`config.mk`:
```
export PLATFORM = sky130hd
export DESIGN_NAME = serial_count_detector
export DESIGN_NICKNAME = d
export VERILOG_FILES = /design/src/rtl/det_pkg.sv /design/src/rtl/ones_mod3_tracker.sv /design/src/rtl/zero_class_tracker.sv /design/src/rtl/serial_count_detector.sv
export SDC_FILE = /design/constraint.sdc
export NUM_CORES = 1
export LEC_CHECK = 0
export BUFFER_PORTS_ARGS = -buffer_cell sky130_fd_sc_hd__buf_2
export CAP_MARGIN = 20
export CORE_AREA = 2 2 39 41
export CTS_CLUSTER_DIAMETER = 120
export DETAILED_ROUTE_END_ITERATION = 12
export DIE_AREA = 0 0 41 43
export GPL_ROUTABILITY_DRIVEN = 1
export GPL_TIMING_DRIVEN = 0
export HOLD_SLACK_MARGIN = 0.08
export PLACE_DENSITY = 0.48
export SLEW_MARGIN = 20
export SYNTH_ARGS = -nofsm -noshare
export SYNTH_HDL_FRONTEND = slang
export SYNTH_SLANG_ARGS = --single-unit
```
`constraint.sdc`:
```
create_clock -name clk -period 2.15 [get_ports clk]
set_clock_uncertainty 0.05 [all_clocks]
set_input_delay 0.3225 -clock clk [delete_from_list [all_inputs] [get_ports clk]]
set_output_delay 0.3225 -clock clk [all_outputs]
set_load 0.03 [all_outputs]
```
`src/rtl/det_pkg.sv`:
```
package det_pkg;

    localparam int ONES_MOD = 3;
    localparam int ONES_W   = $clog2(ONES_MOD);
    localparam int ZCLS_W   = 2;

    typedef enum logic [ONES_W-1:0] {
        ONES_R0 = 2'd0,
        ONES_R1 = 2'd1,
        ONES_R2 = 2'd2
    } ones_res_e;

    typedef enum logic [ZCLS_W-1:0] {
        ZC_NONE = 2'b00,
        ZC_ODD  = 2'b01,
        ZC_EVEN = 2'b10
    } zero_cls_e;

    function automatic ones_res_e ones_step(input ones_res_e cur);
        case (cur)
            ONES_R0: return ONES_R1;
            ONES_R1: return ONES_R2;
            default: return ONES_R0;
        endcase
    endfunction

    function automatic zero_cls_e zero_step(input zero_cls_e cur);
        return (cur == ZC_ODD) ? ZC_EVEN : ZC_ODD;
    endfunction

    function automatic logic pair_hit(input ones_res_e o, input zero_cls_e z);
        return (o == ONES_R0) && (z == ZC_EVEN);
    endfunction

endpackage

```
`src/rtl/ones_mod3_tracker.sv`:
```
module ones_mod3_tracker
    import det_pkg::*;
(
    input  logic      clk,
    input  logic      rst,
    input  logic      take,
    input  logic      bit_in,
    output ones_res_e res_q,
    output ones_res_e res_nxt
);

    always_comb begin
        res_nxt = res_q;
        if (take && bit_in)
            res_nxt = ones_step(res_q);
    end

    always_ff @(posedge clk) begin
        if (rst) res_q <= ONES_R0;
        else     res_q <= res_nxt;
    end


    ones_wrap_chk: assert property (@(posedge clk) disable iff (rst)
        (take && bit_in && res_q == ONES_R2) |=> (res_q == ONES_R0));


    ones_hold_chk: assert property (@(posedge clk) disable iff (rst)
        (!take) |=> $stable(res_q));

endmodule

```
`src/rtl/zero_class_tracker.sv`:
```
module zero_class_tracker
    import det_pkg::*;
(
    input  logic      clk,
    input  logic      rst,
    input  logic      take,
    input  logic      bit_in,
    output zero_cls_e cls_q,
    output zero_cls_e cls_nxt
);

    always_comb begin
        cls_nxt = cls_q;
        if (take && !bit_in)
            cls_nxt = zero_step(cls_q);
    end

    always_ff @(posedge clk) begin
        if (rst) cls_q <= ZC_NONE;
        else     cls_q <= cls_nxt;
    end


    zero_leaves_none_chk: assert property (@(posedge clk) disable iff (rst)
        (take && !bit_in) |=> (cls_q != ZC_NONE));


    zero_toggle_chk: assert property (@(posedge clk) disable iff (rst)
        (take && !bit_in && cls_q == ZC_EVEN) |=> (cls_q == ZC_ODD));


    zero_hold_chk: assert property (@(posedge clk) disable iff (rst)
        (!take) |=> $stable(cls_q));

endmodule

```
`src/rtl/serial_count_detector.sv`:
```
module serial_count_detector
    import det_pkg::*;
#(
    parameter bit MEALY_EN = 1'b1
) (
    input  logic              clk,
    input  logic              rst,
    input  logic              in_valid,
    input  logic              in_bit,
    output logic              det_moore,
    output logic              det_mealy,
    output logic [ONES_W-1:0] dbg_ones,
    output logic [ZCLS_W-1:0] dbg_zeros
);

    ones_res_e ones_q, ones_nxt;
    zero_cls_e zero_q, zero_nxt;
    logic      hit_nxt;
    logic      moore_q;

    ones_mod3_tracker u_ones (
        .clk     (clk),
        .rst     (rst),
        .take    (in_valid),
        .bit_in  (in_bit),
        .res_q   (ones_q),
        .res_nxt (ones_nxt)
    );

    zero_class_tracker u_zero (
        .clk     (clk),
        .rst     (rst),
        .take    (in_valid),
        .bit_in  (in_bit),
        .cls_q   (zero_q),
        .cls_nxt (zero_nxt)
    );

    assign hit_nxt = pair_hit(ones_nxt, zero_nxt);

    always_ff @(posedge clk) begin
        if (rst) moore_q <= 1'b0;
        else     moore_q <= hit_nxt;
    end

    generate
        if (MEALY_EN) begin : g_mealy
            assign det_mealy = !rst && in_valid && hit_nxt;
        end else begin : g_no_mealy
            assign det_mealy = 1'b0;
        end
    endgenerate

    assign det_moore = moore_q;
    assign dbg_ones  = ones_q;
    assign dbg_zeros = zero_q;


    reset_state_chk: assert property (@(posedge clk)
        rst |=> (ones_q == ONES_R0 && zero_q == ZC_NONE && !moore_q));


    moore_pair_chk: assert property (@(posedge clk) disable iff (rst)
        det_moore == (ones_q == ONES_R0 && zero_q == ZC_EVEN));


    mealy_leads_moore_chk: assert property (@(posedge clk) disable iff (rst)
        det_mealy |=> det_moore);


    none_never_hits_chk: assert property (@(posedge clk) disable iff (rst)
        (zero_q == ZC_NONE) |-> !det_moore);


    mealy_idle_chk: assert property (@(posedge clk) disable iff (rst)
        !in_valid |-> !det_mealy);

endmodule

```
=== Word-level counts from Yosys, hierarchy flattened ===
Cells that the tools add are included.

* Bits in registers: 5
* Bits in latches: 0
* Bits in writable memories: 0
* Memory bits (read-only): 0
* Word-level logic and storage cells: 19
* Memories: 0

* Add/subtract/negate cells: 0
* $mul: 0
* Div/mod/pow operators: 0
* Order comparisons: 0
* Eq/ne operators: 3
* Shift operators: 0
* Mux-type cells: 4
* Bitwise operators: 0
* Reductions and logical operators: 9

{| class="wikitable"
|+ Operator list
! kind !! number
|-
| $mux W2 || 3
|-
| $logic_and A1 B1 Y1 || 5
|-
| $eq A2 B1 Y1 const B || 2
|-
| $logic_not A2 Y1 || 2
|-
| $pmux W2 S2 || 1
|-
| $eq A2 B2 Y1 const B || 1
|-
| $logic_not A1 Y1 || 2
|}

=== Logic depth before layout (Yosys ltp) ===
Gate-level depths: netlist of run 1.

* Depth after elaboration: 6
* Mapped depth: 3
* Gate-level depth less buffers: 3

=== Cells and area by module ===
A second synthesis of run 1 with hierarchy kept.

* Cells, all modules: 23
* Area, all modules: 251.5 um^2

{| class="wikitable"
|+ By module, submodules not included
! module !! times used !! cells an instance !! area each (um^2) !! sequential area each (um^2)
|-
| ones_mod3_tracker || 1 || 10 || 105.1 || 40.0
|-
| zero_class_tracker || 1 || 9 || 100.1 || 40.0
|-
| serial_count_detector || 1 || 4 || 46.3 || 20.0
|}

=== Worst setup path before layout of run 1 ===
No wires, ideal clock.

* Path type: register to output
* From: register u_zero.cls_q[1]
* To: output det_mealy
* Arrival: 1.100 ns
* Required time: 1.778 ns
* Path slack: 0.678 ns
* Stages on the path, launching flop included: 4
* Path buffers: 0
* Cells stage by stage: dfxtp_1 -> nor2b_1 -> nand4_1 -> nand2_1

* Word-level cells in the longest chain between the ends: 6

{| class="wikitable"
|+ RTL lines
! what !! RTL line !! text
|-
| from (decl) || zero_class_tracker.sv:8 || <nowiki>output zero_cls_e cls_q,</nowiki>
|-
| from (signal assigned) || zero_class_tracker.sv:20 || <nowiki>else cls_q <= cls_nxt;</nowiki>
|-
| $eq A2 B1 Y1 || det_pkg.sv:28 || <nowiki>return (cur == ZC_ODD) ? ZC_EVEN : ZC_ODD;</nowiki>
|-
| $mux W2 || det_pkg.sv:28 ||
|-
| $mux W2 (*) || zero_class_tracker.sv:14 || <nowiki>if (take && !bit_in)</nowiki>
|-
| $eq A2 B2 Y1 (*) || det_pkg.sv:32 || <nowiki>return (o == ONES_R0) && (z == ZC_EVEN);</nowiki>
|-
| $logic_and A1 B1 Y1 (*) || det_pkg.sv:32 ||
|-
| $logic_and A1 B1 Y1 (*) || serial_count_detector.sv:48 || <nowiki>assign det_mealy = !rst && in_valid && hit_nxt;</nowiki>
|-
| to (decl) || serial_count_detector.sv:11 || <nowiki>output logic det_mealy,</nowiki>
|}

Mark *: on every way between the ends. The rest lies on a longest branch, timed or not.

=== Worst setup path in the final report of run 1 ===
Ends and elaborated chain as after synthesis.

==> summary.log, run 1 <==
INFO  clock_network  clock_path_buffers=2
INFO  yosys          ys_types=15
INFO  power          clk_network_pwr_share=0.443
INFO  worst_setup_path worst-setup-path-type=reg -> out
INFO  power          cellInternalPower=0.1799mW
INFO  drt            drt.antenna.violating_nets=0
INFO  power          power.leakage=0.1570nW
INFO  placed_design  dp_worst_setup_slack=0.7296ns
INFO  grt            first_global_vias=201
INFO  clock_network  cts.hold.buffers_added=0
INFO  finish         nets=45
INFO  power          power_per_cell_area=749.2mW/mm2
INFO  finish         layout-drive-gt1-share=0.3500
INFO  sta            final_max_slew_viol_count=0
INFO  yosys          synth.ff_latch_count=5
INFO  finish         post_layout_nonfiller_instances=56
INFO  worst_setup_path worst_setup_path_end_kind=output port
INFO  yosys          synth.yosys.seq_area_share=0.4278
INFO  power          switching_share_of_total_power=0.2619
INFO  job            maxCapViolCount=0
INFO  worst_setup_path regToRegStartpoint=u_zero.cls_q[1]$_SDFF_PP0_
INFO  floorplan      start_util=0.1691
INFO  sta            finalWorstPathRequiredPeriod=1.568ns
INFO  yosys          mappedNetlistArea=234.0um2
INFO  clock_network  clock_latency_reported_for_the_late_side_of_the_worst_skew_pair=0.24ns
INFO  sta            final.setup.tns=0ns
INFO  worst_hold_path min-delay-start=rst
INFO  drt            drt_iter0_drc=3
INFO  clock_network  htree_levels=1
INFO  worst_setup_path cp_slowest_stage_delay=0.37ns
INFO  floorplan      io_pins=10
INFO  worst_hold_path worst_hold_path.num_cells=2
INFO  worst_setup_path critical_path_buf_inv_count=1
INFO  worst_setup_path timing.critical_path.from=u_zero.cls_q[1]$_SDFF_PP0_
INFO  worst_setup_path worst-r2r-cell-count=3
INFO  worst_setup_path critPathLaunchType=flop
INFO  grt            globalRouteOverflowTotal=0
INFO  placed_design  dp_cells=52
INFO  finish         area.growth.synth_to_final=39.04%
INFO  worst_setup_path reg2reg_setup_slack=1.21ns
INFO  grt            gr-usage-all-layers=0.07207
INFO  sta            max_freq=637.8MHz
INFO  grt            initial_antenna_violation_count=0
INFO  drt            wl_per_cell=9.071um
INFO  sta            setup_violations=0
INFO  finish         antenna_cells=0
INFO  worst_hold_path worstHoldEndpoint=u_ones.res_q[1]$_SDFF_PP0_
INFO  drt            route.final.wire_length=508um
INFO  placed_design  io_buffer_count=9
INFO  worst_setup_path worst_ep_required_time=1.78ns
INFO  clock_network  post_cts_resized=0
INFO  clock_network  tritoncts=done
INFO  drt            post-route-drc-count=0
INFO  worst_setup_path crit_family=simple AND/OR/NAND/NOR gates
INFO  power          power.ir.vdd_worst=0.0002964V
INFO  placed_design  routabilityCongestion=0.6170
INFO  worst_setup_path critical_path.max_fanout=5
INFO  clock_network  cts_root_buffer=sky130_fd_sc_hd__clkbuf_4
INFO  drt            drtPass1Iterations=4
INFO  sta            fin_crit_sh=0.7293
INFO  grt            grt_pass1_wl=800um
INFO  sta            slew-limit-headroom=0.8561
INFO  floorplan      number_of_cell_rows=14
INFO  sta            rsz_0062_raised_after_global_routing=no
INFO  clock_network  cts_buffers=3
INFO  run_status     status=finished, final reports clean
INFO  floorplan      coreArea=0.001384mm2
INFO  power          p_seq_frac=0.416
INFO  yosys          syn_avg_cell_area=8.666um2
INFO  floorplan      die_y=43um
INFO  worst_setup_path cp_cell_sequence=nor2b_1 > nand4_1 > nand2_1 > buf_2
INFO  grt            maximum_number_of_pins_on_one_net_before_global_route_repair=7
INFO  yosys          syn-num-nets=31
INFO  placed_design  place_hpwl=390.3um
INFO  floorplan      dieWidth=41um
INFO  yosys          synthCells=27
INFO  worst_hold_path worst_hold_path_type=in -> reg
INFO  sta            number_of_hold_violations_in_the_final_report=0
INFO  power          p_sw=0.06384mW
INFO  clock_network  clkSinkCount=5
INFO  floorplan      design.die.area=0.001763mm2
INFO  power          pwr-share-comb=0.141
INFO  worst_setup_path critical_path.reg2reg.endpoint=u_zero.cls_q[1]$_SDFF_PP0_
INFO  worst_setup_path cpMaxStageDelayCell=sky130_fd_sc_hd__dfxtp_1
INFO  drt            num_vias=239
INFO  sta            minimum_setup_slack_in_the_final_design=0.5820ns
INFO  worst_setup_path cp_data_arrival_time=1.20ns
INFO  drt            vias_per_cell=4.268
INFO  clock_network  clkTransAtPathRegs=0.05ns
INFO  sta            transition_time_at_the_pin_with_the_least_slew_margin=0.2150ns
INFO  clock_network  cts_setup_buffers=0
INFO  yosys          yosysWarnings=0
[cells in the mapped netlist, drive strengths merged]
| library cell | count | share of area |
|---|---|---|
| mux2i | 1 | 0.043 |
| nand2b | 1 | 0.027 |
| nor2b | 2 | 0.064 |
| nor2 | 4 | 0.064 |
| inv | 1 | 0.016 |
| nand2 | 3 | 0.048 |
| dfxtp | 5 | 0.43 |
| nand4b | 1 | 0.037 |
| nand4 | 1 | 0.027 |
| nand3 | 3 | 0.064 |
| nor3b | 1 | 0.032 |
| a211oi | 1 | 0.053 |
| and4bb | 1 | 0.053 |
| a21oi | 2 | 0.043 |
[worst max path at each step]
stage,endpoint,slack (ns),cells after the start
after floorplan,det_mealy,0.68,3
after global placement,det_mealy,0.71,5
after detailed placement,det_mealy,0.73,5
after CTS,det_mealy,0.56,4
after global routing,det_mealy,0.48,4
final,det_mealy,0.58,4
[layer usage]
layer	GRT usage	wire length (um)	vias up
met2	0.07188	200	10
met1	0.09873	242	109
li1	-	-	120
met4	0.02000	0	0
met3	0.07853	65	0
met5	0	0	-
[placed cells by master (no fill, tap or decap)]
master                     n
sky130_fd_sc_hd__clkbuf_1  1
sky130_fd_sc_hd__nand2_1   3
sky130_fd_sc_hd__and4bb_1  1
sky130_fd_sc_hd__nand2b_1  1
sky130_fd_sc_hd__nor2b_1   1
sky130_fd_sc_hd__dfxtp_1   5
sky130_fd_sc_hd__nor2b_2   1
sky130_fd_sc_hd__mux2i_1   1
sky130_fd_sc_hd__a211oi_2  1
sky130_fd_sc_hd__nor3b_1   1
sky130_fd_sc_hd__clkbuf_4  3
sky130_fd_sc_hd__nand4_1   1
sky130_fd_sc_hd__inv_1     1
sky130_fd_sc_hd__a21oi_1   2
sky130_fd_sc_hd__nand3_1   3
sky130_fd_sc_hd__nor2_1    4
sky130_fd_sc_hd__buf_2     9
sky130_fd_sc_hd__nand4b_1  1
[layout make-up]
| type | count | area (um2) |
|---|---|---|
| Fill cell | 162 | 1059 |
| Timing Repair Buffer | 9 | 45.04 |
| Clock buffer | 4 | 26.28 |
| Inverter | 1 | 3.754 |
| Sequential cell | 5 | 100.1 |
| Tap cell | 16 | 20.02 |
| Multi-Input combinational cell | 21 | 130.1 |
[per-stage QoR]
step	total power [mW]	hold slack [ns]	util	cell area, um2
2_1_floorplan	0.1244	0.3371	-	234.0
3_3_place_gp	0.1371	0.4398	0.2161	299.0
3_5_place_dp	0.1374	0.4513	0.2161	299.0
4_1_cts	0.2494	0.2816	0.2351	325.3
5_1_grt	0.2641	0.2864	0.2351	325.3
6_report	0.2437	0.2881	0.2351	325.3
[state kept, by name (all words and copies together) (netlist names)]
signal	cells
u_ones.res_q	2
u_zero.cls_q	2
det_moore	1
[logic make-up after synthesis]
family	count (synthesis)	synth area share
flip-flops	5	0.4278
AND/OR/NAND/NOR	17	0.4171
AO/OA/AOI/OAI	3	0.09625
multiplexers	1	0.04278
buffers and inverters	1	0.01603
[power groups by stage]
stage / sequential [mW] / combinational [mW] / clock (mW)
2_1_floorplan: 0.111 / 0.0133 / 0
3_3_place_gp: 0.103 / 0.0344 / 0
3_5_place_dp: 0.103 / 0.0343 / 0
4_1_cts: 0.101 / 0.0345 / 0.114
5_1_grt: 0.102 / 0.0375 / 0.125
6_report: 0.101 / 0.0343 / 0.108
Note: power is estimated with default switching activity, not from simulation.
==> run 2, diff against run 1 <==
Settings changed: ABC_AREA set to 1, PLACE_DENSITY 0.48 to 0.47.
Clock period 2.15 ns to 1.63 ns, I/O delays scaled along.
==> summary.log, run 2 <==
INFO  yosys          synth_xor_xnor_area_share=0 [unchanged]
INFO  placed_design  place_hpwl=393.9um [+0.92%]
INFO  clock_network  clock_path_buffers=2 [unchanged]
INFO  job            maxCapViolCount=0 [unchanged]
INFO  placed_design  dp_worst_setup_slack=0.2399ns [-0.4897 ns]
INFO  sta            minimum_setup_slack_in_the_final_design=0.1168ns [-0.4652 ns]
INFO  grt            gr-usage-all-layers=0.06834 [-0.003730]
INFO  sta            finalWorstPathRequiredPeriod=1.513ns
INFO  worst_setup_path worst-setup-path-type=reg -> out
INFO  floorplan      coreArea=0.001384mm2 [unchanged]
INFO  yosys          synth.ff_latch_count=5 [unchanged]
INFO  drt            route.final.wire_length=473um [-6.9%]
INFO  clock_network  cts.hold.buffers_added=0 [unchanged]
INFO  worst_setup_path timing.critical_path.from=u_zero.cls_q[0]$_SDFF_PP0_
INFO  finish         antenna_cells=0 [unchanged]
INFO  drt            drtPass1Iterations=1 [-3]
INFO  floorplan      dieWidth=41um [unchanged]
INFO  grt            grt_pass1_wl=703um [-12%]
INFO  sta            number_of_hold_violations_in_the_final_report=0 [unchanged]
INFO  worst_setup_path regToRegStartpoint=u_zero.cls_q[0]$_SDFF_PP0_
INFO  worst_setup_path crit_family=simple AND/OR/NAND/NOR gates
INFO  worst_setup_path worst_setup_path_end_kind=output port
INFO  yosys          combinational_family_with_the_most_area_after_synthesis=simple AND/OR/NAND/NOR gates
INFO  clock_network  clkTransAtPathRegs=0.04ns [about the same]
INFO  worst_setup_path cp_cell_sequence=inv_1 > nor2_1 > nand3_1 > o21ai_2 > nand2_1 > nor2_1 > buf_4
INFO  floorplan      design.die.area=0.001763mm2 [unchanged]
INFO  clock_network  clock_latency_reported_for_the_late_side_of_the_worst_skew_pair=0.24ns [about the same]
INFO  drt            num_vias=239 [unchanged]
INFO  grt            maximum_number_of_pins_on_one_net_before_global_route_repair=7 [unchanged]
INFO  floorplan      io_pins=10 [unchanged]
INFO  grt            first_global_vias=212 [+5.5%]
INFO  clock_network  cts_buffers=3 [unchanged]
INFO  finish         final_util=0.2342 [-0.0009040]
INFO  clock_network  clkSinkCount=5 [unchanged]
INFO  clock_network  post_cts_resized=0 [unchanged]
INFO  power          power.leakage=0.1795nW [+14%]
INFO  sta            rsz_0062_raised_after_global_routing=no
INFO  worst_setup_path cp_data_arrival_time=1.22ns [+0.02 ns]
INFO  finish         mostFrequentLayoutCells=11 x sky130_fd_sc_hd__nand2_1, 8 x sky130_fd_sc_hd__buf_2, 7 x sky130_fd_sc_hd__nor2_1
INFO  finish         nets=53 [+18%]
INFO  yosys          yosys.area.top_type=sky130_fd_sc_hd__dfxtp_1
INFO  sta            slew-limit-headroom=0.8966 [+0.04050]
INFO  yosys          syn-num-nets=39 [+26%]
INFO  worst_hold_path worst_hold_path_type=in -> reg
INFO  yosys          ys_types=8 [-7]
INFO  drt            drt.antenna.violating_nets=0 [unchanged]
INFO  finish         area.growth.synth_to_final=42.31%
INFO  finish         layout-drive-gt1-share=0.3542 [+0.004167]
INFO  yosys          leading_cell_types_by_count_after_synthesis=11 x sky130_fd_sc_hd__nand2_1, 7 x sky130_fd_sc_hd__nor2_1, 5 x sky130_fd_sc_hd__dfxtp_1, 5 x sky130_fd_sc_hd__inv_1, 3 x sky130_fd_sc_hd__a21oi_1
INFO  sta            setup_violations=0 [unchanged]
INFO  worst_setup_path cpMaxStageDelayCell=sky130_fd_sc_hd__dfxtp_1
INFO  worst_hold_path min-delay-start=rst
INFO  finish         seq_area=102.6um2 [+2.5%]
INFO  drt            post-route-drc-count=0 [unchanged]
INFO  placed_design  io_buffer_count=9 [unchanged]
INFO  drt            drt_iter0_drc=0 [-3]
INFO  run_status     status=finished, final reports clean
INFO  yosys          edff_count_synth=0 [unchanged]
INFO  worst_setup_path cp_common_cell=sky130_fd_sc_hd__nor2_1
INFO  sta            fin_crit_sh=0.9284
INFO  placed_design  routabilityCongestion=0.6921 [+12%]
INFO  power          power.ir.vdd_worst=0.0002934V [-1.0%]
INFO  sta            final_max_slew_viol_count=0 [unchanged]
INFO  sta            transition_time_at_the_pin_with_the_least_slew_margin=0.1562ns [-0.05887 ns]
INFO  yosys          yosys.cell_count.top_type=sky130_fd_sc_hd__nand2_1
INFO  yosys          muxShareOfSynthArea=0 [-0.04278]
INFO  yosys          synth_simple_gate_area_share=0.3736 [-0.04349]
INFO  yosys          synth_compound_area_frac=0.1044 [+0.008139]
INFO  yosys          yosysWarnings=0 [unchanged]
INFO  grt            initial_antenna_violation_count=0 [unchanged]
INFO  worst_setup_path critical_path.max_fanout=3 [-2]
INFO  floorplan      die_y=43um [unchanged]
INFO  clock_network  cts_setup_buffers=0 [unchanged]
INFO  yosys          synth-async-reset-ratio=0 [unchanged]
INFO  clock_network  htree_levels=1 [unchanged]
INFO  yosys          mappedNetlistArea=227.7um2 [-2.7%]
INFO  floorplan      start_util=0.1646 [-0.004521]
INFO  finish         filler_cell_count=168 [+3.7%]
INFO  sta            final.setup.tns=0ns [unchanged]
INFO  clock_network  tritoncts=done
INFO  clock_network  cts_root_buffer=sky130_fd_sc_hd__clkbuf_4
INFO  yosys          yosys_most_used_dff=sky130_fd_sc_hd__dfxtp_1
INFO  grt            globalRouteOverflowTotal=0 [unchanged]
INFO  worst_setup_path worst_ep_required_time=1.34ns [-0.44 ns]
INFO  finish         mostFrequentLayoutCell=sky130_fd_sc_hd__nand2_1
INFO  worst_setup_path cp_slowest_stage_delay=0.31ns [-0.06 ns]
INFO  worst_setup_path critPathLaunchType=flop
INFO  yosys          synth_top_area_share=0.4396 [+0.01175]
INFO  drt            wl_per_cell=7.391um [-19%]
INFO  yosys          synth.yosys.seq_area_share=0.4396 [+0.01175]
INFO  floorplan      number_of_cell_rows=14 [unchanged]
INFO  yosys          post_synth_main_area_contributors=sky130_fd_sc_hd__dfxtp_1 44%, sky130_fd_sc_hd__nand2_1 18%, sky130_fd_sc_hd__nor2_1 12%
INFO  yosys          arithmetic_cell_share_of_the_synthesized_area_counting_full_adders_half_adders_and_majority_gates=0 [unchanged]
INFO  worst_setup_path critical_path_buf_inv_count=2 [+1]
INFO  drt            vias_per_cell=3.734 [-13%]
INFO  yosys          synthCells=35 [+30%]
INFO  finish         multi_input_comb_area=108.9um2 [-16%]
INFO  power          power_per_cell_area=987.8mW/mm2 [+32%]
INFO  sta            max_freq=660.8MHz
INFO  yosys          syn_avg_cell_area=6.506um2 [-25%]
-- run 2: stage by stage --
stage	cell area (um2)	cells	total power, mW	hold slack (ns)
after floorplan	227.7	35	0.1661	0.2636
after global routing	324.1	64	0.3430	0.1998
final	324.1	64	0.3201	0.1827
after CTS	319.1	64	0.3287	0.1836
after global placement	292.8	60	0.1819	0.4391
after detailed placement	292.8	60	0.1817	0.4421
-- run 2: final timing paths --
check | slack (ns) | endpoint | cells past startpoint
hold / removal | 0.18 | u_ones.res_q[0]$_SDFF_PP0_ | 2
setup reg to reg | 0.70 | det_moore$_SDFF_PP0_ | 6
hold reg to reg | 0.46 | u_ones.res_q[0]$_SDFF_PP0_ | 2
setup / recovery | 0.12 | det_mealy | 7
-- run 2: where the power goes --
group / switching, mW / internal, mW / leakage, nW / total, mW
Sequential: 0.00332 / 0.129 / 0.0417 / 0.132
Combinational: 0.0318 / 0.0155 / 0.123 / 0.0473
Clock: 0.0484 / 0.0924 / 0.0150 / 0.141
Total: 0.0834 / 0.237 / 0.179 / 0.320
-- run 2: logic make-up after synthesis --
| group | Yosys count |
|---|---|
| and+or+nand+nor | 21 |
| DFF | 5 |
| buffers and inverters | 5 |
| AOI/OAI and AO/OA | 4 |
-- run 2: worst register-to-register path, delay by kind of cell, from the launching register on --
family                 cells  cell delay (ns)
AOI/OAI and AO/OA          1             0.08
buffers and inverters      1             0.05
and+or+nand+nor            4             0.37
DFF                        1             0.31
-- run 2: layout make-up --
type,count,share of cell area
Clock buffer,4,0.08108
Inverter,5,0.05792
Multi-Input combinational cell,25,0.3359
Sequential cell,5,0.3166
Tap cell,16,0.06178
Timing Repair Buffer,9,0.1467
-- run 2: per-layer routing --
layer  part of all wire  GRT usage  vias up  wire length, um
met4              0.066     0.1200        0               31
met2               0.51    0.08125        6              241
met3              0.019    0.01571        4                9
met5                  0          0        -                0
met1               0.40    0.06774       98              190
li1                   -          -      131                -
